<file path="src/rtl/ptw_pkg.sv">
package ptw_pkg;

   typedef enum logic [2:0] {
      S_IDLE     = 3'd0,
      S_FETCH_L1 = 3'd1,
      S_WAIT_L1  = 3'd2,
      S_FETCH_L2 = 3'd3,
      S_WAIT_L2  = 3'd4,
      S_DONE     = 3'd5,
      S_FAULT    = 3'd6
   } walk_state_e;

   typedef enum logic [1:0] {
      FLT_NONE = 2'b00,
      FLT_DIR  = 2'b01,
      FLT_LEAF = 2'b10
   } walk_fault_e;

   localparam int unsigned PTE_VALID_BIT = 0;
   localparam int unsigned PTE_READ_BIT  = 1;
   localparam int unsigned PTE_WRITE_BIT = 2;
   localparam int unsigned PTE_EXEC_BIT  = 3;
   localparam int unsigned PTE_DIRTY_BIT = 4;

endpackage

</file>
<file path="src/rtl/ptw_va_split.sv">
module ptw_va_split #(
   parameter int unsigned VA_W = 32,
   parameter int unsigned L1_W = 10,
   parameter int unsigned L2_W = 10,
   localparam int unsigned OFF_W = VA_W - L1_W - L2_W
) (
   input  logic [VA_W-1:0]  va_i,
   output logic [L1_W-1:0]  l1_idx_o,
   output logic [L2_W-1:0]  l2_idx_o,
   output logic [OFF_W-1:0] off_o
);

   localparam int unsigned L2_LO = OFF_W;
   localparam int unsigned L1_LO = OFF_W + L2_W;

   assign l1_idx_o = va_i[L1_LO +: L1_W];
   assign l2_idx_o = va_i[L2_LO +: L2_W];
   assign off_o    = va_i[OFF_W-1:0];

endmodule

</file>
<file path="src/rtl/ptw_addr_gen.sv">
module ptw_addr_gen #(
   parameter int unsigned PA_W      = 32,
   parameter int unsigned L1_W      = 10,
   parameter int unsigned L2_W      = 10,
   parameter int unsigned OFF_W     = 12,
   parameter int unsigned PTE_W     = 32,
   parameter int unsigned ROOT_MODE = 0,
   localparam int unsigned FRAME_W   = PA_W - OFF_W,
   localparam int unsigned IDX_SHIFT = $clog2(PTE_W / 8)
) (
   input  logic               leaf_phase_i,
   input  logic [PA_W-1:0]    root_i,
   input  logic [L1_W-1:0]    l1_idx_i,
   input  logic [L2_W-1:0]    l2_idx_i,
   input  logic [FRAME_W-1:0] dir_frame_i,
   output logic [PA_W-1:0]    addr_o
);

   logic [PA_W-1:0] root_byte;
   logic [PA_W-1:0] dir_addr;
   logic [PA_W-1:0] leaf_addr;

   // ROOT_MODE 0: root_i is a byte address; 1: root_i carries a frame number
   if (ROOT_MODE == 0) begin : g_root_byte
      assign root_byte = root_i;
   end else begin : g_root_frame
      assign root_byte = {root_i[FRAME_W-1:0], {OFF_W{1'b0}}};
   end

   assign dir_addr  = root_byte + (PA_W'(l1_idx_i) << IDX_SHIFT);
   assign leaf_addr = {dir_frame_i, {OFF_W{1'b0}}} + (PA_W'(l2_idx_i) << IDX_SHIFT);
   assign addr_o    = leaf_phase_i ? leaf_addr : dir_addr;

endmodule

</file>
<file path="src/rtl/ptw_walk_ctrl.sv">
module ptw_walk_ctrl
   import ptw_pkg::*;
(
   input  logic       clk,
   input  logic       rst_n,
   input  logic       req_valid_i,
   input  logic       mem_gnt_i,
   input  logic       mem_rsp_i,
   input  logic       pte_ok_i,
   output logic       req_ready_o,
   output logic       mem_req_o,
   output logic       leaf_phase_o,
   output logic       take_req_o,
   output logic       take_dir_o,
   output logic       take_leaf_o,
   output logic       done_o,
   output logic       fault_o,
   output logic [1:0] fault_code_o
);

   walk_state_e state_q, state_d;
   walk_fault_e flt_q, flt_d;

   always_comb begin
      state_d     = state_q;
      flt_d       = flt_q;
      take_req_o  = 1'b0;
      take_dir_o  = 1'b0;
      take_leaf_o = 1'b0;
      case (state_q)
         S_IDLE: begin
            if (req_valid_i) begin
               take_req_o = 1'b1;
               state_d    = S_FETCH_L1;
            end
         end
         S_FETCH_L1: begin
            if (mem_gnt_i) state_d = S_WAIT_L1;
         end
         S_WAIT_L1: begin
            if (mem_rsp_i) begin
               if (pte_ok_i) begin
                  take_dir_o = 1'b1;
                  state_d    = S_FETCH_L2;
               end else begin
                  flt_d   = FLT_DIR;
                  state_d = S_FAULT;
               end
            end
         end
         S_FETCH_L2: begin
            if (mem_gnt_i) state_d = S_WAIT_L2;
         end
         S_WAIT_L2: begin
            if (mem_rsp_i) begin
               if (pte_ok_i) begin
                  take_leaf_o = 1'b1;
                  state_d     = S_DONE;
               end else begin
                  flt_d   = FLT_LEAF;
                  state_d = S_FAULT;
               end
            end
         end
         S_DONE:  state_d = S_IDLE;
         S_FAULT: state_d = S_IDLE;
         default: state_d = S_IDLE;
      endcase
   end

   always_ff @(posedge clk or negedge rst_n) begin
      if (!rst_n) begin
         state_q <= S_IDLE;
         flt_q   <= FLT_NONE;
      end else begin
         state_q <= state_d;
         flt_q   <= flt_d;
      end
   end

   assign req_ready_o  = (state_q == S_IDLE);
   assign mem_req_o    = (state_q == S_FETCH_L1) || (state_q == S_FETCH_L2);
   assign leaf_phase_o = (state_q == S_FETCH_L2);
   assign done_o       = (state_q == S_DONE);
   assign fault_o      = (state_q == S_FAULT);
   assign fault_code_o = (state_q == S_FAULT) ? flt_q : FLT_NONE;

endmodule

</file>
<file path="src/rtl/ptw_walker.sv">
module ptw_walker
   import ptw_pkg::*;
#(
   parameter int unsigned VA_W      = 32,
   parameter int unsigned L1_W      = 10,
   parameter int unsigned L2_W      = 10,
   parameter int unsigned PTE_W     = 32,
   parameter int unsigned ROOT_MODE = 0,
   localparam int unsigned OFF_W    = VA_W - L1_W - L2_W,
   localparam int unsigned PA_W     = PTE_W,
   localparam int unsigned FRAME_W  = PA_W - OFF_W
) (
   input  logic             clk,
   input  logic             rst_n,
   input  logic [PA_W-1:0]  root_base_i,
   input  logic             req_valid_i,
   output logic             req_ready_o,
   input  logic [VA_W-1:0]  req_va_i,
   output logic             mem_req_valid_o,
   input  logic             mem_req_ready_i,
   output logic [PA_W-1:0]  mem_req_addr_o,
   input  logic             mem_rsp_valid_i,
   input  logic [PTE_W-1:0] mem_rsp_data_i,
   output logic             done_o,
   output logic [PTE_W-1:0] done_pte_o,
   output logic [PA_W-1:0]  rsp_pa_o,
   output logic             fault_o,
   output logic [1:0]       fault_code_o
);

   // elaboration-time parameter checks
   if (OFF_W < 1 || OFF_W >= PTE_W) begin : g_bad_split
      $fatal(1, "ptw_walker: index widths leave no valid page offset");
   end
   if (PTE_W != 32 && PTE_W != 64) begin : g_bad_pte
      $fatal(1, "ptw_walker: table word width must be 32 or 64");
   end
   if (((PTE_W / 8) << L1_W) > (1 << OFF_W) || ((PTE_W / 8) << L2_W) > (1 << OFF_W)) begin : g_bad_table
      $fatal(1, "ptw_walker: one table must fit in a single page");
   end
   if (ROOT_MODE > 1) begin : g_bad_mode
      $fatal(1, "ptw_walker: ROOT_MODE must be 0 or 1");
   end

   logic [VA_W-1:0]    va_q;
   logic [PA_W-1:0]    root_q;
   logic [FRAME_W-1:0] dir_frame_q;
   logic [PTE_W-1:0]   leaf_q;

   logic [L1_W-1:0]  l1_idx;
   logic [L2_W-1:0]  l2_idx;
   logic [OFF_W-1:0] va_off;

   logic mem_gnt, leaf_phase, take_req, take_dir, take_leaf;

   assign mem_gnt = mem_req_valid_o && mem_req_ready_i;

   ptw_va_split #(
      .VA_W (VA_W),
      .L1_W (L1_W),
      .L2_W (L2_W)
   ) u_split (
      .va_i     (va_q),
      .l1_idx_o (l1_idx),
      .l2_idx_o (l2_idx),
      .off_o    (va_off)
   );

   ptw_addr_gen #(
      .PA_W      (PA_W),
      .L1_W      (L1_W),
      .L2_W      (L2_W),
      .OFF_W     (OFF_W),
      .PTE_W     (PTE_W),
      .ROOT_MODE (ROOT_MODE)
   ) u_addr (
      .leaf_phase_i (leaf_phase),
      .root_i       (root_q),
      .l1_idx_i     (l1_idx),
      .l2_idx_i     (l2_idx),
      .dir_frame_i  (dir_frame_q),
      .addr_o       (mem_req_addr_o)
   );

   ptw_walk_ctrl u_ctrl (
      .clk          (clk),
      .rst_n        (rst_n),
      .req_valid_i  (req_valid_i),
      .mem_gnt_i    (mem_gnt),
      .mem_rsp_i    (mem_rsp_valid_i),
      .pte_ok_i     (mem_rsp_data_i[PTE_VALID_BIT]),
      .req_ready_o  (req_ready_o),
      .mem_req_o    (mem_req_valid_o),
      .leaf_phase_o (leaf_phase),
      .take_req_o   (take_req),
      .take_dir_o   (take_dir),
      .take_leaf_o  (take_leaf),
      .done_o       (done_o),
      .fault_o      (fault_o),
      .fault_code_o (fault_code_o)
   );

   always_ff @(posedge clk or negedge rst_n) begin
      if (!rst_n) begin
         va_q        <= '0;
         root_q      <= '0;
         dir_frame_q <= '0;
         leaf_q      <= '0;
      end else begin
         if (take_req) begin
            va_q   <= req_va_i;
            root_q <= root_base_i;
         end
         if (take_dir)  dir_frame_q <= mem_rsp_data_i[PTE_W-1:OFF_W];
         if (take_leaf) leaf_q      <= mem_rsp_data_i;
      end
   end

   assign done_pte_o = leaf_q;
   assign rsp_pa_o   = {leaf_q[PTE_W-1:OFF_W], va_off};

endmodule

</file>
<file path="config.mk">
export PLATFORM = sky130hd
export DESIGN_NAME = ptw_walker
export DESIGN_NICKNAME = d
export VERILOG_FILES = /design/src/rtl/ptw_pkg.sv /design/src/rtl/ptw_va_split.sv /design/src/rtl/ptw_addr_gen.sv /design/src/rtl/ptw_walk_ctrl.sv /design/src/rtl/ptw_walker.sv
export SDC_FILE = /design/constraint.sdc
export NUM_CORES = 1
export LEC_CHECK = 0
export BUFFER_PORTS_ARGS = -buffer_cell sky130_fd_sc_hd__buf_2
export CORE_AREA = 2 2 126 128
export DETAILED_ROUTE_END_ITERATION = 8
export DIE_AREA = 0 0 128 130
export PLACE_DENSITY_LB_ADDON = 0.25
export SYNTH_ARGS = -nofsm -noshare
export SYNTH_HDL_FRONTEND = slang
export SYNTH_SLANG_ARGS = --single-unit
</file>
<file path="constraint.sdc">
create_clock -name clk -period 6.55 [get_ports clk]
set_input_delay 0.9825 -clock clk [delete_from_list [all_inputs] [get_ports clk]]
set_output_delay 0.9825 -clock clk [all_outputs]
set_load 0.02 [all_outputs]
</file>
==> results of run 1 <==
-- cells by family after synthesis --
family | after synthesis | share of synthesized area [%]
AND/OR/NAND/NOR | 124 | 10.6
flip-flops | 121 | 50.4
multiplexers | 119 | 22.2
AO/OA/AOI/OAI | 67 | 6.88
buffers and inverters | 48 | 4.46
XOR/XNOR | 19 | 2.77
adder cells (fa/ha/maj) | 12 | 2.58
-- worst max-delay path: stages (launching register included) --
cell	delay, ps
dfrtp_1	380
ha_1	230
fa_1	410
a21o_1	210
a221oi_1	490
o22ai_2	340
nand3_1	200
xor2_1	170
o21ai_0	80
buf_2	180
-- final timing paths --
kind	to	startpoint	slack (ps)	cells past startpoint
max	mem_req_addr_o[28]	root_q[2]$_DFFE_PN0P_	2460	9
min	done_pte_o[0]$_DFFE_PN0P_	done_pte_o[0]$_DFFE_PN0P_	480	1
max reg2reg	root_q[17]$_DFFE_PN0P_	u_ctrl.state_q[1]$_DFFE_PN0P_	4060	4
min reg2reg	done_pte_o[0]$_DFFE_PN0P_	done_pte_o[0]$_DFFE_PN0P_	480	1
max in group asynchronous	root_q[22]$_DFFE_PN0P_	rst_n	4580	2
min in group asynchronous	done_pte_o[17]$_DFFE_PN0P_	rst_n	590	1
-- state kept, by name, summed over array words and instances, names as in the netlist --
register	cells
done_pte_o	32
va_q	32
u_ctrl.state_q	3
root_q	32
u_ctrl.flt_q	2
dir_frame_q	20
-- layer usage --
| metal | GRT usage, % | share of wire, % |
|---|---|---|
| met5 | 0 | 0.11 |
| met4 | 7.89 | 2.1 |
| met3 | 5.70 | 6.7 |
| met2 | 29.4 | 49 |
| met1 | 22.0 | 42 |
-- final cells by class --
| class | instances | area (um^2) | area share, % |
|---|---|---|---|
| flip-flops and latches | 121 | 3030 | 39.4 |
| clock buffers | 18 | 429 | 5.59 |
| clock inverters | 14 | 198 | 2.58 |
| inverters | 4 | 15.0 | 0.196 |
| repair buffers | 205 | 1040 | 13.5 |
| multi-input cells | 341 | 2720 | 35.4 |
| diodes | 4 | 10.0 | 0.130 |
| well taps | 192 | 240 | 3.13 |
-- cells in the mapped netlist, types with 3 or more instances --
master    instances
xnor2_1           8
nand3_1          17
mux2i_1           3
buf_2            10
nand2_1          47
and2_1           10
ha_1             10
a21oi_1          13
a21o_1            5
and3_1            6
nand4_1           4
buf_4            20
inv_1             4
xor2_1           11
dfrtp_1         121
mux2_2          116
o21ai_0          25
a211oi_1          4
nor3_1            6
nor2_1           15
clkbuf_1         12
-- power breakdown --
group / internal [mW] / total [mW] / switching [mW] / leakage, nW
Combinational: 1.00 / 2.40 / 1.40 / 1.87
Sequential: 1.12 / 1.41 / 0.287 / 1.45
Clock: 0.639 / 0.990 / 0.351 / 0.301
-- per-stage QoR --
step                      power, mW  hold WS [ps]  setup slack [ps]  util (%)
after global routing           5.14           505              2190      49.7
final                          4.80           483              2460      49.8
after global placement         3.78           450              2890      45.6
after CTS                      4.86           485              2400      49.7
after detailed placement       3.84           471              2850      45.6
after floorplan                3.15           472              3060         -
==> metrics.md, run 1 <==
| Metric | Value |
|---|---|
| Clock buffer depth | `2` |
| Most area-consuming cells after synthesis | `dfrtp_1 50%, mux2_2 22%, nand2_1 2.9%` |
| Post-CTS setup buffers | `0` |
| Setup Total Neg Slack | `0 ps` |
| Pwr Density | `625 mW/mm^2` |
| Gate Count Post-Synth | `510` |
| F_max | `245 MHz` |
| Fraction of layout cells with a size suffix above 1 | `51.2%` |
| Rows | `46` |
| Crit path max fanout | `10` |
| PortBufs | `202` |
| Die area | `0.0166 mm^2` |
| Max VDD drop | `279 uV` |
| Final setup viols | `0` |
| Relative slew slack | `34.2%` |
| Clk_lat worst skew | `420 ps` |
| Min-delay worst type | `flop to flop` |
| Leak pwr | `3.62 nW` |
| DRC errors left | `0` |
| Worst setup SP type | `flop` |
| Pre-antenna DRT Iters | `7` |
| NumNets Final | `802` |
| Tot GR Track Use | `18.0%` |
| Status | `complete, no violations` |
| Fin crit share | `62.4%` |
| Fin area | `0.00768 mm^2` |
| Most frequent cells in the layout | `201 x buf_2, 121 x dfrtp_1, 116 x mux2_2, 47 x nand2_1, 25 x o21ai_0` |
| Starting Density | `38.9%` |
| Req. time, crit path | `5570 ps` |
| Count of hold-fix buffers inserted at cts | `0` |
| # Max-Cap Violations | `0` |
| Post-synth ARST share | `100%` |
| Placed cell area | `0.00704 mm^2` |
| Period minus WS final | `4090 ps` |
| Boundary Pins | `203` |
| Yosys top cell by area | `dfrtp_1` |
| Post-Syn Area | `0.00601 mm^2` |
| Avg Vias per Cell | `5.05` |
| Largest net degree at the start of global routing | `69` |
| Via count | `4539` |
| Hold Vio Cnt, Final | `0` |
| Critical Path End Type | `primary output` |
| Unique masters post-synth | `52` |
| Post-CTS Resized | `0` |
| Clock Skew | `6.01 ps` |
| Post-placement cell count | `863` |
| Core Box Area | `0.0154 mm^2` |
| DIE WIDTH | `128 um` |
| Pins Over Slew Limit | `0` |
| Syn_nets | `622` |
| Antenna Violating Nets Remaining | `0` |
| Clock root cell | `clkbuf_16` |
| Post-synthesis area per instance | `11.8 um^2` |
| DR iter-0 viols | `233` |
| Number of global-route vias before repair | `4570` |
| Slew @ Worst Pin | `985 ps` |
| Total wire length | `14500 um` |
| Detailed Place HPWL | `10400 um` |
| Cts bufs inserted | `17` |
| Post-synth EDFFs | `0` |
| GRT overflow | `0` |
| Area Overhead vs Synth | `27.8%` |
| WL per Instance | `16.1 um` |
| First-pass GRT wire length | `23000 um` |
| Antenna violations before repair | `6` |
| GP Congestion | `0.835` |
| YS warnings | `0` |
| RSZ-0062 raised after global routing | `no` |
| Die Y | `130 um` |
| FILL cells | `1408` |
| H-tree depth | `4` |
| Worst Path Arrival | `3100 ps` |
| Clock sinks | `121` |
| Most frequent standard cell in the layout excluding fill and tap cells | `buf_2` |
| Critical path class | `flop to primary output` |
| Synth top area share | `50.4%` |
| Main synth FF type | `dfrtp_1` |
| CTS tree | `built` |
| Clock-pin slew on the worst setup and hold paths | `60 ps` |
| Seq/Total Area, Yosys | `50.4%` |
| #FFs+latches synth | `121` |
| Non-filler cells, final | `899` |
No activity file was read; power rests on OpenSTA's default activity.
==> inputs of run 2 (changes only) <==
==> constraint.sdc (replaced) <==
create_clock -name clk -period 3.75 [get_ports clk]
set_input_delay 0.5625 -clock clk [delete_from_list [all_inputs] [get_ports clk]]
set_output_delay 0.5625 -clock clk [all_outputs]
set_load 0.02 [all_outputs]
==> metrics.md, run 2 (synthesis results as in run 1) <==
| Metric | Value |
|---|---|
| Place WS | `477 ps (-2370 ps)` |
| Req. time, crit path | `3190 ps (-2380 ps)` |
| PortBufs | `202 (unchanged)` |
| Reg-to-reg slack, setup | `1440 ps (-2620 ps)` |
| DIE WIDTH | `128 um (unchanged)` |
| Largest net degree at the start of global routing | `75 (+8.7%)` |
| Clock power frac | `19.7% (-0.9 points)` |
| Slew @ Worst Pin | `1060 ps (+77.2 ps)` |
| Pins Over Slew Limit | `0 (unchanged)` |
| Relative slew slack | `29.0% (-5.2 points)` |
| First-pass GRT wire length | `22400 um (-2.9%)` |
| H-tree depth | `4 (unchanged)` |
| PnR worst setup slack | `269 ps (-2200 ps)` |
| Starting Density | `38.9% (unchanged)` |
| Reg2Reg Depth | `4 (unchanged)` |
| Avg Vias per Cell | `5.03 (-0.42%)` |
| Clock buffer depth | `2 (unchanged)` |
| Total wire length | `14200 um (-1.8%)` |
| Leak pwr | `3.62 nW (about the same)` |
| Boundary Pins | `203 (unchanged)` |
| Period minus WS final | `3480 ps` |
| Sw power | `3.50 mW (+72%)` |
| Critical path's slowest cell | `ha_1` |
| Critical path class | `flop to primary output` |
| Detailed Place HPWL | `10300 um (-0.92%)` |
| Tot GR Track Use | `17.4% (-0.55 points)` |
| Die Y | `130 um (unchanged)` |
| RR Startpoint | `u_ctrl.state_q[1]$_DFFE_PN0P_` |
| Number of global-route vias before repair | `4516 (-1.2%)` |
| Pwr Density | `1080 mW/mm^2 (+73%)` |
| Min-delay worst type | `input pin to asynchronous set/reset pin` |
| Clock-pin slew on the worst setup and hold paths | `50 ps (about the same)` |
| Critical Path End Type | `primary output` |
| Part of the power in registers | `29.5% (about the same)` |
| Most frequent cells in the layout | `201 x buf_2, 121 x dfrtp_1, 116 x mux2_2, 47 x nand2_1, 25 x o21ai_0` |
| Worst Path Arrival | `2920 ps (-180 ps)` |
| Clk_lat worst skew | `410 ps (about the same)` |
| Antenna violations before repair | `3 (-3)` |
| Clock Skew | `5.16 ps (-0.845 ps)` |
| Fraction of layout cells with a size suffix above 1 | `50.8% (-0.43 points)` |
| Pre-antenna DRT Iters | `4 (-3)` |
| Comb pwr share | `50.8% (+0.8 points)` |
| CP max stage delay | `380 ps (-110 ps)` |
| Internal | `4.80 mW (+74%)` |
| Clock sinks | `121 (unchanged)` |
| GP Congestion | `0.783 (-6.2%)` |
| WL per Instance | `15.9 um (-1.6%)` |
| Status | `complete, no violations` |
| GRT overflow | `0 (unchanged)` |
| DR iter-0 viols | `180 (-23%)` |
| Switch share | `42.2% (-0.26 points)` |
| Antenna Violating Nets Remaining | `0 (unchanged)` |
| Worst setup SP type | `flop` |
| NumNets Final | `802 (unchanged)` |
| Final Util | `49.7% (-0.065 points)` |
| Hold Vio Cnt, Final | `0 (unchanged)` |
| R2R Path End | `root_q[21]$_DFFE_PN0P_` |
| Via count | `4510 (-0.64%)` |
| Worst hold margin | `297 ps (-186 ps)` |
| CTS tree | `built` |
| Post-CTS setup buffers | `0 (unchanged)` |
| F_max | `287 MHz` |
| DRC errors left | `0 (unchanged)` |
| RSZ-0062 raised after global routing | `no` |
| Die area | `0.0166 mm^2 (unchanged)` |
| Fin crit share | `92.8%` |
| Setup Total Neg Slack | `0 ps (unchanged)` |
| Area Overhead vs Synth | `27.6%` |
| Most frequent standard cell in the layout excluding fill and tap cells | `buf_2` |
| Clock root cell | `clkbuf_16` |
| Core Box Area | `0.0154 mm^2 (unchanged)` |
| Cts bufs inserted | `17 (unchanged)` |
| Rows | `46 (unchanged)` |
| Crit path max fanout | `7 (-3)` |
| CP Cell Sequence | `ha_1, a21o_1, a31o_2, o21ai_1, a211o_1, mux2_2, nand2_1, buf_2` |
| # Max-Cap Violations | `0 (unchanged)` |
| Count of hold-fix buffers inserted at cts | `0 (unchanged)` |
| Max VDD drop | `381 uV (+37%)` |
| Final setup viols | `0 (unchanged)` |
==> run 2: power by group through the flow <==
stage	logic, mW	registers, mW	clock network (mW)
after floorplan	2.89	2.61	0
after global placement	4.19	2.43	0
after detailed placement	4.24	2.47	0
after CTS	4.26	2.45	1.68
after global routing	4.59	2.56	1.75
final	4.22	2.45	1.63
==> run 2: metrics by stage <==
stage	cells	area [um^2]	total power [mW]
2_1_floorplan	510	6010	5.50
3_5_place_dp	863	7060	6.71
4_1_cts	895	7650	8.40
3_3_place_gp	863	7060	6.62
6_report	897	7670	8.30
5_1_grt	895	7660	8.89
==> run 2: layout make-up <==
cell class	instances	area (um^2)
fillers	1438	7760
flip-flops and latches	121	3030
multi-input cells	341	2730
repair buffers	205	1060
clock buffers	24	472
well taps	192	240
clock inverters	8	119
inverters	4	15.0
diodes	2	5.00
==> run 2: routing by layer <==
layer | GRT usage, % | vias up | part of all wire, %
met5 | 0 | - | 0.084
met4 | 7.11 | 2 | 1.6
met3 | 5.49 | 20 | 6.4
met2 | 28.4 | 141 | 48
met1 | 21.6 | 2181 | 44
li1 | - | 2166 | -
==> run 2: how the worst max path moves through the flow <==
stage                                     start            endpoint  slack, ps  cells after the start
final                     root_q[6]$_DFFE_PN0P_  mem_req_addr_o[25]        270                      8
after global routing      root_q[8]$_DFFE_PN0P_  mem_req_addr_o[31]         90                      8
after CTS                 root_q[2]$_DFFE_PN0P_  mem_req_addr_o[30]         20                      9
after detailed placement  root_q[2]$_DFFE_PN0P_  mem_req_addr_o[26]        480                      9
after global placement    root_q[2]$_DFFE_PN0P_  mem_req_addr_o[30]        510                      9
after floorplan           root_q[2]$_DFFE_PN0P_  mem_req_addr_o[26]        680                      8
==> run 2: timing repair <==
action,CTS,global route
setup endpoints to repair,0,10
endpoints found under the hold margin,0,0
resized for setup,0,1
==> run 2: critical path: cells and delay by family, from the launching register on <==
kind,cells,cell delay (ps)
AND/OR/NAND/NOR,1,50
multiplexers,1,360
buffers and inverters,1,180
flip-flops,1,370
adder cells (fa/ha/maj),1,380
AO/OA/AOI/OAI,4,1160
